--- src/rtl/hdlc_rx_pkg.sv ---
package hdlc_rx_pkg;
  typedef enum logic [1:0] {
    ST_HUNT  = 2'd0,
    ST_OPEN  = 2'd1,
    ST_ABORT = 2'd2
  } rx_state_e;

  typedef struct packed {
    logic flag;
    logic abort;
    logic stuff;
    logic long_run;
  } line_evt_t;
endpackage

--- src/rtl/hdlc_rx_bitdet.sv ---
module hdlc_rx_bitdet
  import hdlc_rx_pkg::*;
#(
  parameter int FLAG_ONES = 6,
  parameter int IDLE_ONES = 15
) (
  input  logic      clk_i,
  input  logic      rst_ni,
  input  logic      bit_i,
  output line_evt_t evt_o
);
  localparam int CW = $clog2(IDLE_ONES + 1);
  localparam logic [CW-1:0] FLAG_RUN  = CW'(FLAG_ONES);
  localparam logic [CW-1:0] STUFF_RUN = CW'(FLAG_ONES - 1);
  localparam logic [CW-1:0] IDLE_RUN  = CW'(IDLE_ONES);

  logic [CW-1:0] ones_q, ones_d;

  always_comb begin
    if (!bit_i)                ones_d = '0;
    else if (ones_q == IDLE_RUN) ones_d = ones_q;
    else                       ones_d = ones_q + CW'(1);
    evt_o.flag     = !bit_i && (ones_q == FLAG_RUN);
    evt_o.abort    =  bit_i && (ones_q == FLAG_RUN);
    evt_o.stuff    = !bit_i && (ones_q == STUFF_RUN);
    evt_o.long_run = (ones_d == IDLE_RUN);
  end

  always_ff @(posedge clk_i or negedge rst_ni) begin
    if (!rst_ni) ones_q <= '0;
    else         ones_q <= ones_d;
  end

  AST_FLAG_AFTER_ONES: assert property (@(posedge clk_i) disable iff (!rst_ni)
    evt_o.flag |-> $past(bit_i));
endmodule

--- src/rtl/hdlc_rx_delay.sv ---
module hdlc_rx_delay #(
  parameter int DEPTH = 7
) (
  input  logic clk_i,
  input  logic rst_ni,
  input  logic bit_i,
  input  logic vld_i,
  input  logic clr_i,
  output logic bit_o,
  output logic vld_o
);
  logic [DEPTH-1:0] bit_q, vld_q;

  for (genvar g = 0; g < DEPTH; g++) begin : g_stage
    if (g == 0) begin : g_head
      always_ff @(posedge clk_i or negedge rst_ni) begin
        if (!rst_ni) begin
          bit_q[0] <= 1'b0;
          vld_q[0] <= 1'b0;
        end else begin
          bit_q[0] <= bit_i;
          vld_q[0] <= vld_i;
        end
      end
    end else begin : g_tail
      always_ff @(posedge clk_i or negedge rst_ni) begin
        if (!rst_ni) begin
          bit_q[g] <= 1'b0;
          vld_q[g] <= 1'b0;
        end else begin
          bit_q[g] <= bit_q[g-1];
          vld_q[g] <= vld_q[g-1] & ~clr_i;  // withdraw pattern bits
        end
      end
    end
  end

  assign bit_o = bit_q[DEPTH-1];
  assign vld_o = vld_q[DEPTH-1];

  AST_CLEAR_FLUSHES: assert property (@(posedge clk_i) disable iff (!rst_ni)
    clr_i |=> !vld_o);
endmodule

--- src/rtl/hdlc_rx_assembler.sv ---
module hdlc_rx_assembler
  import hdlc_rx_pkg::*;
#(
  parameter int DATA_W = 8
) (
  input  logic              clk_i,
  input  logic              rst_ni,
  input  line_evt_t         evt_i,
  input  logic              bit_i,
  input  logic              vld_i,
  output logic              open_o,
  output logic [DATA_W-1:0] data_o,
  output logic              valid_o,
  output logic              sof_o,
  output logic              eof_o,
  output logic              abort_o,
  output logic              err_o,
  output logic              idle_o
);
  localparam int BW = $clog2(DATA_W);
  localparam logic [BW-1:0] LAST = BW'(DATA_W - 1);

  rx_state_e         st_q, st_d;
  logic [DATA_W-1:0] sr_q, sr_next;
  logic [BW-1:0]     bcnt_q;
  logic              first_q, any_q, take, full;

  always_comb begin
    take    = (st_q == ST_OPEN) && vld_i && !evt_i.flag && !evt_i.abort;
    sr_next = {bit_i, sr_q[DATA_W-1:1]};  // LSB arrives first
    full    = take && (bcnt_q == LAST);
    st_d    = st_q;
    if (evt_i.flag)                          st_d = ST_OPEN;
    else if (evt_i.abort && st_q == ST_OPEN) st_d = ST_ABORT;
  end

  assign open_o = (st_q == ST_OPEN);

  always_ff @(posedge clk_i or negedge rst_ni) begin
    if (!rst_ni) begin
      st_q    <= ST_HUNT;
      sr_q    <= '0;
      bcnt_q  <= '0;
      first_q <= 1'b1;
      any_q   <= 1'b0;
      data_o  <= '0;
      valid_o <= 1'b0;
      sof_o   <= 1'b0;
      eof_o   <= 1'b0;
      abort_o <= 1'b0;
      err_o   <= 1'b0;
      idle_o  <= 1'b0;
    end else begin
      st_q    <= st_d;
      valid_o <= 1'b0;
      sof_o   <= 1'b0;
      eof_o   <= 1'b0;
      abort_o <= 1'b0;
      err_o   <= 1'b0;
      idle_o  <= (st_d == ST_ABORT) && evt_i.long_run;
      if (evt_i.flag) begin
        if (st_q == ST_OPEN && any_q) begin
          eof_o <= 1'b1;
          err_o <= (bcnt_q != '0);
        end
        bcnt_q  <= '0;
        first_q <= 1'b1;
        any_q   <= 1'b0;
      end else if (evt_i.abort) begin
        if (st_q == ST_OPEN) abort_o <= 1'b1;
        bcnt_q  <= '0;
        first_q <= 1'b1;
        any_q   <= 1'b0;
      end else if (take) begin
        any_q <= 1'b1;
        sr_q  <= sr_next;
        if (full) begin
          data_o  <= sr_next;
          valid_o <= 1'b1;
          sof_o   <= first_q;
          first_q <= 1'b0;
          bcnt_q  <= '0;
        end else begin
          bcnt_q <= bcnt_q + BW'(1);
        end
      end
    end
  end

  AST_VALID_PULSE: assert property (@(posedge clk_i) disable iff (!rst_ni)
    valid_o |=> !valid_o);
  AST_SOF_IN_BYTE: assert property (@(posedge clk_i) disable iff (!rst_ni)
    sof_o |-> valid_o);
  AST_EOF_ALONE: assert property (@(posedge clk_i) disable iff (!rst_ni)
    eof_o |-> !valid_o && !abort_o);
  AST_ERR_ON_EOF: assert property (@(posedge clk_i) disable iff (!rst_ni)
    err_o |-> eof_o);
  AST_ABORT_CLOSES: assert property (@(posedge clk_i) disable iff (!rst_ni)
    abort_o |-> !open_o);
endmodule

--- src/rtl/hdlc_rx_deframer.sv ---
module hdlc_rx_deframer
  import hdlc_rx_pkg::*;
#(
  parameter int DATA_W    = 8,
  parameter int FLAG_ONES = 6,
  parameter int IDLE_ONES = 15
) (
  input  logic              clk_i,
  input  logic              rst_ni,
  input  logic              bit_i,
  output logic [DATA_W-1:0] data_o,
  output logic              valid_o,
  output logic              sof_o,
  output logic              eof_o,
  output logic              abort_o,
  output logic              align_err_o,
  output logic              idle_o
);
  // A flag occupies FLAG_ONES+2 bits; all but the last wait in the line.
  localparam int DLY = FLAG_ONES + 1;

  line_evt_t evt;
  logic      open, enter_vld, dly_bit, dly_vld;

  hdlc_rx_bitdet #(
    .FLAG_ONES(FLAG_ONES),
    .IDLE_ONES(IDLE_ONES)
  ) i_bitdet (
    .clk_i (clk_i),
    .rst_ni(rst_ni),
    .bit_i (bit_i),
    .evt_o (evt)
  );

  assign enter_vld = open && !evt.stuff && !evt.flag && !evt.abort;

  hdlc_rx_delay #(
    .DEPTH(DLY)
  ) i_delay (
    .clk_i (clk_i),
    .rst_ni(rst_ni),
    .bit_i (bit_i),
    .vld_i (enter_vld),
    .clr_i (evt.flag | evt.abort),
    .bit_o (dly_bit),
    .vld_o (dly_vld)
  );

  hdlc_rx_assembler #(
    .DATA_W(DATA_W)
  ) i_asm (
    .clk_i  (clk_i),
    .rst_ni (rst_ni),
    .evt_i  (evt),
    .bit_i  (dly_bit),
    .vld_i  (dly_vld),
    .open_o (open),
    .data_o (data_o),
    .valid_o(valid_o),
    .sof_o  (sof_o),
    .eof_o  (eof_o),
    .abort_o(abort_o),
    .err_o  (align_err_o),
    .idle_o (idle_o)
  );

  AST_IDLE_LINE_HIGH: assert property (@(posedge clk_i) disable iff (!rst_ni)
    idle_o |-> $past(bit_i));
endmodule

--- config.mk ---
export PLATFORM = sky130hd
export DESIGN_NAME = hdlc_rx_deframer
export DESIGN_NICKNAME = d
export VERILOG_FILES = /design/src/rtl/hdlc_rx_pkg.sv /design/src/rtl/hdlc_rx_bitdet.sv /design/src/rtl/hdlc_rx_delay.sv /design/src/rtl/hdlc_rx_assembler.sv /design/src/rtl/hdlc_rx_deframer.sv
export SDC_FILE = /design/constraint.sdc
export NUM_CORES = 1
export LEC_CHECK = 0
export CAP_MARGIN = 20
export CORE_MARGIN = 4
export CORE_UTILIZATION = 25
export DETAILED_ROUTE_END_ITERATION = 16
export GPL_TIMING_DRIVEN = 1
export PLACE_DENSITY = 0.44
export SETUP_SLACK_MARGIN = 0.3
export SYNTH_ARGS = -nofsm -noshare
export SYNTH_HDL_FRONTEND = slang
export SYNTH_SLANG_ARGS = --single-unit
--- constraint.sdc ---
create_clock -name clk_i -period 2.5 [get_ports clk_i]
set_input_delay 0.75 -clock clk_i [delete_from_list [all_inputs] [get_ports clk_i]]
set_output_delay 0.75 -clock clk_i [all_outputs]
set_load 0.02 [all_outputs]
==> flow_summary.toml, run 1 <==
[yosys]
synth-compound-area-share_pct = 5.027
synth_nets = 142
ys_seq_area_share_pct = 62.57
synth_flop_cell = "dfrtp_1"
synth_top_cell_area_share_pct = 61.14
synthArstFlopShare_pct = 100.0
synth_xor_area_share_pct = 0.4755
synth_top_family_by_area = "simple AND/OR/NAND/NOR gates"
avgSynthCellArea_um2 = 13.85
yosysUniqueCellTypes = 34
synthesis.area_um2 = 1842
synth.largest_area_cell = "dfrtp_1"
synth.area.mux_share_pct = 10.80
synth_fa_ha_area_share_pct = 4.076
synth.area.top_cells = "dfrtp_1 (61%), mux2_4 (6.5%), mux2_2 (4.3%), ha_1 (4.1%), and2_1 (2.4%)"
ys_seq_elements = 46
synth-simple-area-share_pct = 13.93
syn_inst = 133
synth_edf_count = 0
ys_warn_count = 0

[die]
die_width_um = 93.83
die_h_um = 93.83
dieArea_um2 = 8804
io-pin-count = 17
start_util_pct = 25.53
rows = 31
fp.coreArea_um2 = 7214

[global_route]
grt_pass1_wl_mm = 5.292
grt.total_usage_pct = 7.641
grt_max_degree = 25
first_global_vias = 1080
grt_overflow_total = 0
grt_antenna_before_repair = 0

[timing]
finalCriticalPeriod_ps = 2024
rsz0062_at_grt = "no"
worst_slew_pin_slew_ps = 578.9
tns_ps = 0
final_hold_viol_count = 0
fin_crit_sh_pct = 80.96
timing.fmax_ghz = 0.4941
setup_viol_count_final = 0
clock_skew_ps = 7.000
slew_violations = 0
relSlewSlack_pct = 61.41
hold_ws_ps = 349.6

[final_layout]
regArea_um2 = 1152
drive_above_1_share_pct = 18.83
finalNetCount = 162
syn2layout_area_growth_pct = 20.52
multiInputGateArea_um2 = 631.9
antenna_cells = 0
nFillCells = 751

[clock_tree]
cts_sinks = 46
cts_setup_buffers = 0
cts_hold_buf = 0
clkLatencyLatePin_ps = 290
cts.path.max_buffers = 2
cts_buffers = 5
root_buffer = "clkbuf_8"
clkSlewWorstSetupHoldPaths_ps = 80
cts_tree = "done"
cts_resized = 0
htree_levels = 2

[setup_path]
cp_num_buf_inv = 1
critPathRequiredTime_ps = 1750
arrival_ps = 1270
crit_path_end_kind = "primary output"
path_cells = "clkdlybuf4s50_1"
cpMaxStageDelayCell = "clkdlybuf4s50_1"
critical_path_class = "reg2out"
critPathMaxFanout = 2
reg2reg_depth = 5
cp-start-kind = "flip-flop"
crit_cells = 1
max_stage_delay_ps = 610
path_delay_family = "buffers and inverters"

[place]
gp_congestion = 0.7405
hpwl_mm = 2.013
port_buffers = 16

[drt]
wire_per_inst_um = 11.44
drc_errors = 0
ant_nets = 0
vias_per_cell = 4.067
initialDrtViolationCount = 20
routed_wirelength_mm = 2.895
first_pass_iters = 4
vias = 1029

[pwr]
p_leak_nw = 1.022
powerDensity_nw_per_um2 = 719.8
max-vdd-ir-drop_uv = 249.3

[worst_hold_path]
hold_class = "reg2reg"
hold-path-cell-count = 0

[run]
max-cap-violations = 0

[status]
status = "finished clean"
## routing by layer
layer / GRT usage (%) / wire [um] / up-vias / part of all wire, %
met1: 10.43 / 1499 / 512 / 52
met5: 0 / 0 / - / 0
met3: 2.724 / 137 / 7 / 4.7
met4: 2.888 / 48 / 0 / 1.7
met2: 11.06 / 1209 / 21 / 42
li1: - / - / 489 / -
## flip-flops by register name, indices dropped and copies added (netlist names)
register / flops
i_asm.abort_o: 1
i_asm.any_q: 1
i_asm.bcnt_q: 3
i_asm.data_o: 8
i_asm.eof_o: 1
i_asm.err_o: 1
i_asm.first_q: 1
i_asm.idle_o: 1
i_asm.sof_o: 1
i_asm.sr_q: 7
i_asm.st_q: 2
i_asm.valid_o: 1
i_bitdet.ones_q: 4
i_delay.bit_o: 1
i_delay.bit_q: 6
i_delay.vld_o: 1
i_delay.vld_q: 6
## path summary, 6_finish.rpt
kind                       slack [ps]               start               end
max                               480     i_asm.data_o[7]         data_o[7]
min                               350    i_delay.bit_q[5]     i_delay.bit_o
max reg2reg                       620  i_bitdet.ones_q[0]     i_asm.sr_q[1]
min reg2reg                       350    i_delay.bit_q[5]     i_delay.bit_o
max in group asynchronous        1530              rst_ni  i_delay.vld_q[0]
min in group asynchronous         440              rst_ni   i_asm.data_o[5]
## power by group
part	internal [W]	switching [W]
logic	0.0000847	0.0000820
clock network	0.000298	0.000238
registers	0.000838	0.0000567
## cell usage in the layout (no fill, tap or decap), types with 2 or more instances in the layout
master           synthesis  routed
a21oi_1                  7       7
mux2_4                   8       8
nor2_1                   6       6
nor3_1                   2       2
o21ai_0                  4       4
nand3b_1                 3       3
and3_1                   2       2
and2_1                   7       7
ha_1                     6       6
inv_1                    7       7
clkdlybuf4s50_1          0      15
mux2_2                   7       7
dfrtp_1                 45      45
nand2_1                  5       5
nand3_1                  3       3
clkbuf_8                 0       5
## metrics by stage
step	std cells	worst slack [ps]	power, W	util (%)	area [um2]
2_1_floorplan	133	713.6	0.001017	-	1842
3_3_place_gp	245	639.0	0.001072	29.24	2110
3_5_place_dp	245	597.3	0.001080	29.24	2110
4_1_cts	253	459.2	0.001626	30.77	2220
5_1_grt	253	427.7	0.001697	30.77	2220
6_report	253	475.9	0.001598	30.77	2220
## cell type report
cell class,instances,share of cell area (%)
Clock buffer,6,3.269
Clock inverter,2,1.691
Inverter,7,1.184
Multi-Input combinational cell,76,28.47
Sequential cell,46,51.92
Tap cell,99,5.581
Timing Repair Buffer,17,7.892
## cell usage after synthesis, types with 2 or more instances
library cell,instances
a21oi_1,7
o21ai_0,4
inv_1,7
nand3b_1,3
nor2_1,6
nor3_1,2
mux2_4,8
mux2_2,7
buf_6,2
ha_1,6
dfrtp_1,45
nand2_1,5
and3_1,2
and2_1,7
nand3_1,3
## kinds of logic (layout without fill, tap and decap cells)
group,Yosys count,count (layout)
AO/OA/AOI/OAI,16,16
multiplexers,15,15
XOR/XNOR,1,1
buffers and inverters,11,32
AND/OR/NAND/NOR,38,38
adder cells (fa/ha/maj),6,6
flip-flops,46,46
Note: power is estimated with default switching activity, not from simulation.
==> run 2: changes to the inputs <==
--- a/config.mk
+++ b/config.mk
@@ -10,7 +10,7 @@
 export CORE_UTILIZATION = 25
 export DETAILED_ROUTE_END_ITERATION = 16
 export GPL_TIMING_DRIVEN = 1
-export PLACE_DENSITY = 0.44
+export PLACE_DENSITY = 0.46
 export SETUP_SLACK_MARGIN = 0.3
 export SYNTH_ARGS = -nofsm -noshare
 export SYNTH_HDL_FRONTEND = slang
==> constraint.sdc (replaced) <==
create_clock -name clk_i -period 1.8 [get_ports clk_i]
set_input_delay 0.54 -clock clk_i [delete_from_list [all_inputs] [get_ports clk_i]]
set_output_delay 0.54 -clock clk_i [all_outputs]
set_load 0.02 [all_outputs]
==> flow_summary.toml, run 2 (same netlist as run 1, synthesis figures left out) <==
[final_layout]
utilization_pct = 31.43
largest_reg_flops = 8
finalNetCount = 170
fin_cells = 261
mostFrequentLayoutCells = "dfrtp_1 (43), mux2_4 (15), buf_2 (10)"
syn2layout_area_growth_pct = 23.10
largest-register = "i_asm.data_o"
antenna_cells = 0
final_common_cell = "dfrtp_1"
drive_above_1_share_pct = 36.42
reg_top3 = "i_asm.data_o (8), i_asm.sr_q (7)"
nFillCells = 761

[clock_tree]
cts_sinks = 46
clkSlewWorstSetupHoldPaths_ps = 80
clkLatencyLatePin_ps = 290
cts_tree = "done"
cts.path.max_buffers = 2
cts_buffers = 5
root_buffer = "clkbuf_8"
htree_levels = 2

[global_route]
first_global_vias = 1100
grt_max_degree = 47
grt.total_usage_pct = 8.205
grt_antenna_before_repair = 0
grt_pass1_wl_mm = 5.561
grt_overflow_total = 0

[setup_path]
reg2reg_to = "i_asm.sr_q[1]"
r2r_slack_ps = 300
critPathRequiredTime_ps = 1980
cp-start-kind = "flip-flop"
reg2reg_depth = 4
path_cells = "ha_4 -> and3b_2 -> nor2_8 -> mux2_4"
critical_path_class = "reg2reg"
max_stage_delay_ps = 440
r2r_start = "i_bitdet.ones_q[1]"
arrival_ps = 1680
cpMaxStageDelayCell = "dfrtp_2"
crit_path_end_kind = "flip-flop"
critPathMaxFanout = 7

[place]
dpl.cell_count = 247
port_buffers = 16
hpwl_mm = 2.080
gp_congestion = 0.7818

[timing]
relSlewSlack_pct = 79.06
finalCriticalPeriod_ps = 1502
final_hold_viol_count = 0
clock_skew_ps = 4.730
timing.fmax_ghz = 0.6657
slew_violations = 0
worst_slew_pin_slew_ps = 314.1
fin_crit_sh_pct = 83.46
setup_viol_count_final = 0
rsz0062_at_grt = "yes"
tns_ps = 0

[pwr]
seqPwrFrac_pct = 57.4
p_leak_nw = 1.081
switchingPower_w = 0.0005386
p_int_w = 0.001636
power_frac_comb_pct = 13.2
p_sw_share_pct = 24.77
powerDensity_nw_per_um2 = 959.1
max-vdd-ir-drop_uv = 286.6
clkPwrFrac_pct = 29.4

[drt]
first_pass_iters = 3
ant_nets = 0
initialDrtViolationCount = 35
wire_per_inst_um = 12.37
drc_errors = 0
vias_per_cell = 4.103
routed_wirelength_mm = 3.228
vias = 1071

[die]
dieArea_um2 = 8804
rows = 31
fp.coreArea_um2 = 7214
start_util_pct = 25.53
die_h_um = 93.83
io-pin-count = 17
die_width_um = 93.83

[status]
status = "finished clean"

[worst_hold_path]
hold_class = "in2async"

[run]
max-cap-violations = 0
==> run 2: changes by cell type in the layout (fill, tap and decap cells not counted), moves of 3 or more <==
cell	delta
mux2_4	+7
mux2_2	-7
clkdlybuf4s50_1	-14
buf_2	+9
ha_1	-3
clkdlybuf4s15_2	+3
buf_4	+7
==> run 2: worst max path at each step <==
stage | start | end | slack (ps) | depth (start not counted)
floorplan | i_bitdet.ones_q[0] | i_asm.sr_q[1] | 210 | 7
global placement | bit_i | i_asm.err_o | 150 | 4
detailed placement | bit_i | i_asm.err_o | 80 | 4
CTS | i_asm.data_o[4] | data_o[4] | 260 | 1
global route | i_bitdet.ones_q[0] | i_asm.err_o | 250 | 6
finish | i_bitdet.ones_q[1] | i_asm.sr_q[1] | 300 | 4
==> run 2: routing by layer <==
layer / track usage [%] / share of wire, % / vias up
met1: 11.51 / 51 / 536
met3: 2.804 / 5.0 / 6
li1: - / - / 507
met5: 0 / 0 / -
met2: 11.53 / 42 / 22
met4: 3.249 / 1.5 / 0
==> run 2: final cells by class <==
| type | instances | area [um2] | share of cell area, % |
|---|---|---|---|
| Clock buffer | 7 | 86.33 | 3.808 |
| Clock inverter | 1 | 5.005 | 0.2208 |
| Inverter | 7 | 28.78 | 1.269 |
| Multi-Input combinational cell | 77 | 691.9 | 30.52 |
| Sequential cell | 46 | 1155 | 50.94 |
| Tap cell | 99 | 123.9 | 5.464 |
| Timing Repair Buffer | 24 | 176.4 | 7.781 |
==> run 2: power groups by stage <==
| stage | clock [W] | sequential [W] | combinational, W |
|---|---|---|---|
| floorplan | 0 | 0.00124 | 0.000203 |
| global placement | 0 | 0.00126 | 0.000256 |
| detailed placement | 0 | 0.00127 | 0.000260 |
| CTS | 0.000670 | 0.00125 | 0.000272 |
| global route | 0.000721 | 0.00127 | 0.000327 |
| finish | 0.000639 | 0.00125 | 0.000288 |
==> run 2: timing repair <==
action	in CTS	in global routing
hold buffers	0	0
hold endpoints to repair	0	0
endpoints found under the setup margin	30	27
setup buffers	3	2
gates resized for setup	45	13
pin swaps	2	2
gates cloned	1	0
==> run 2: critical path, delay by kind of cell, from the launching register on <==
| kind | cells | cell delay, ps |
|---|---|---|
| fa+ha+maj | 1 | 180 |
| simple gates | 2 | 450 |
| mux | 1 | 320 |
| flops | 1 | 440 |
==> run 2: metrics by stage <==
step           total power [W]  area [um2]  hold WS [ps]  worst slack, ps
4_1_cts               0.002189        2315         224.2            263.4
3_3_place_gp          0.001519        2166         334.1            152.9
3_5_place_dp          0.001528        2166         334.7            76.82
2_1_floorplan         0.001442        1897         244.4            213.4
6_report              0.002175        2267         216.0            297.8
5_1_grt               0.002313        2267         222.1            253.9
==> run 3: changes to the inputs <==
--- a/config.mk
+++ b/config.mk
@@ -10,7 +10,7 @@
 export CORE_UTILIZATION = 25
 export DETAILED_ROUTE_END_ITERATION = 16
 export GPL_TIMING_DRIVEN = 1
-export PLACE_DENSITY = 0.46
+export PLACE_DENSITY = 0.44
 export SETUP_SLACK_MARGIN = 0.3
 export SYNTH_ARGS = -nofsm -noshare
 export SYNTH_HDL_FRONTEND = slang
==> constraint.sdc (replaced) <==
create_clock -name clk_i -period 1.5 [get_ports clk_i]
set_input_delay 0.45 -clock clk_i [delete_from_list [all_inputs] [get_ports clk_i]]
set_output_delay 0.45 -clock clk_i [all_outputs]
set_load 0.02 [all_outputs]
==> flow_summary.toml, run 3 (same netlist as run 1, synthesis figures left out) <==
[final_layout]
mostFrequentLayoutCells = "dfrtp_1 (45), buf_4 (28), buf_6 (19), mux2_4 (15), and2_1 (7)"
syn2layout_area_growth_pct = 43.21
antenna_cells = 0
final_common_cell = "dfrtp_1"
fin_area_um2 = 2638
fin_cells = 286
reg_top3 = "i_asm.data_o (8), i_asm.sr_q (7)"
largest_reg_flops = 8
finalNetCount = 196
largest-register = "i_asm.data_o"
drive_above_1_share_pct = 49.73

[global_route]
met2_usage_pct = 14.37
met3_usage_pct = 2.965
grt_antenna_before_repair = 0
grtUsageMet1_pct = 11.13
grt_max_degree = 47
top_usage_layer = "met2"
grt.total_usage_pct = 8.929
first_global_vias = 1257
grt_overflow_total = 0
grt_pass1_wl_mm = 6.099

[drt]
ant_nets = 0
vias_per_cell = 4.133
vias = 1182
first_pass_iters = 4
initialDrtViolationCount = 31
drc_errors = 0
routed_wirelength_mm = 3.546
wire_per_inst_um = 12.40

[die]
io-pin-count = 17
rows = 31
die_h_um = 93.83
fp.coreArea_um2 = 7214
die_width_um = 93.83
dieArea_um2 = 8804
start_util_pct = 25.53

[timing]
relSlewSlack_pct = 83.79
setup_viol_count_final = 3
finalWorstSetupSlack_ps = -3.803
final_hold_viol_count = 0
timing.fmax_ghz = 0.6650
fin_crit_sh_pct = 100.3
worst_slew_pin_slew_ps = 243.1
slew_violations = 0
clock_skew_ps = 5.511
hold_ws_ps = 119.7
finalCriticalPeriod_ps = 1504
rsz0062_at_grt = "yes"

[clock_tree]
cts_buffers = 5
cts_tree = "done"
clkSlewWorstSetupHoldPaths_ps = 80
htree_levels = 2
clkLatencyLatePin_ps = 290
cts_sinks = 46
cts.path.max_buffers = 2
root_buffer = "clkbuf_8"

[setup_path]
cp-start-kind = "flip-flop"
crit_path_end_kind = "flip-flop"
path_delay_family = "flip-flops"
arrival_ps = 1680
cpMaxStageDelayCell = "dfrtp_1"
critPathMaxFanout = 7
path_cells = "inv_4 -> ha_4 -> and3b_1 -> buf_6 -> nor2_8 -> mux2_4"
critPathRequiredTime_ps = 1680
r2r_slack_ps = -4
cp_num_buf_inv = 2
critical_path_class = "reg2reg"
max_stage_delay_ps = 400

[place]
gp_congestion = 0.7826
hpwl_mm = 2.321
placed_area_um2 = 2276
dpl.cell_count = 261
pre_cts_slack_ps = -46.72
port_buffers = 16

[run]
max-cap-violations = 0

[pwr]
p_leak_nw = 1.249
max-vdd-ir-drop_uv = 408.8
powerDensity_nw_per_um2 = 1094

[status]
status = "finished with violations"
violations = "negative setup slack"

[worst_hold_path]
hold_class = "in2async"
[run 3: cell types whose count changed in the layout (fill, tap and decap cells not counted), moves of 2 or more]
cell	delta
buf_2	-9
buf_6	+19
o21ai_1	+2
buf_4	+21
dfrtp_2	-2
a21oi_2	+4
a21oi_1	-4
dfrtp_1	+2
o21ai_0	-3
clkdlybuf4s15_2	-3
ha_4	+2
clkbuf_2	-2
[run 3: report_power, final]
part | switching, W | internal, W
clock network | 0.000400 | 0.000533
registers | 0.0000769 | 0.00140
logic | 0.000211 | 0.000267
[run 3: layout make-up]
class                           count  area [um2]
Fill cell                         712        4577
Sequential cell                    46        1152
Multi-Input combinational cell     77       760.7
Timing Repair Buffer               50       459.2
Tap cell                           99       123.9
Clock buffer                        6       82.58
Clock inverter                      1       30.03
Inverter                            7       28.78
[run 3: metrics by stage]
| stage | total power (W) | setup TNS (ps) | utilization (%) |
|---|---|---|---|
| CTS | 0.002914 | -194.0 | 35.99 |
| global placement | 0.001870 | -86.90 | 31.55 |
| detailed placement | 0.001899 | -363.7 | 31.55 |
| floorplan | 0.001731 | -790.2 | - |
| finish | 0.002885 | -6.758 | 36.56 |
| global route | 0.003049 | -624.3 | 36.56 |
[run 3: final timing paths]
kind                                    start                to  depth (start not counted)
setup reg to reg           i_bitdet.ones_q[0]     i_asm.sr_q[2]                          6
min in group clk_i           i_delay.bit_q[2]  i_delay.bit_q[3]                          0
hold reg to reg              i_delay.bit_q[2]  i_delay.bit_q[3]                          0
hold / removal                         rst_ni   i_asm.data_o[1]                          2
max in group asynchronous              rst_ni     i_asm.first_q                          2
setup / recovery           i_bitdet.ones_q[0]     i_asm.sr_q[2]                          6
[run 3: what timing repair did]
action,4_1_cts,5_1_grt
cloned,1,0
setup buffers,14,3
gates resized for setup,103,4
endpoints found under the setup margin,52,51
hold buffers,0,0
pin swaps,4,2
[run 3: worst reg2reg max path: stages (launching register included)]
cell     delay, ps
dfrtp_1        400
inv_4           50
ha_4           150
and3b_1        180
buf_6          130
nor2_8         170
mux2_4         320
[run 3: per-layer routing]
layer	routed length (um)	share of wire (%)
met2	1759	50
met1	1548	44
met5	0	0
met4	68	1.9
met3	170	4.8
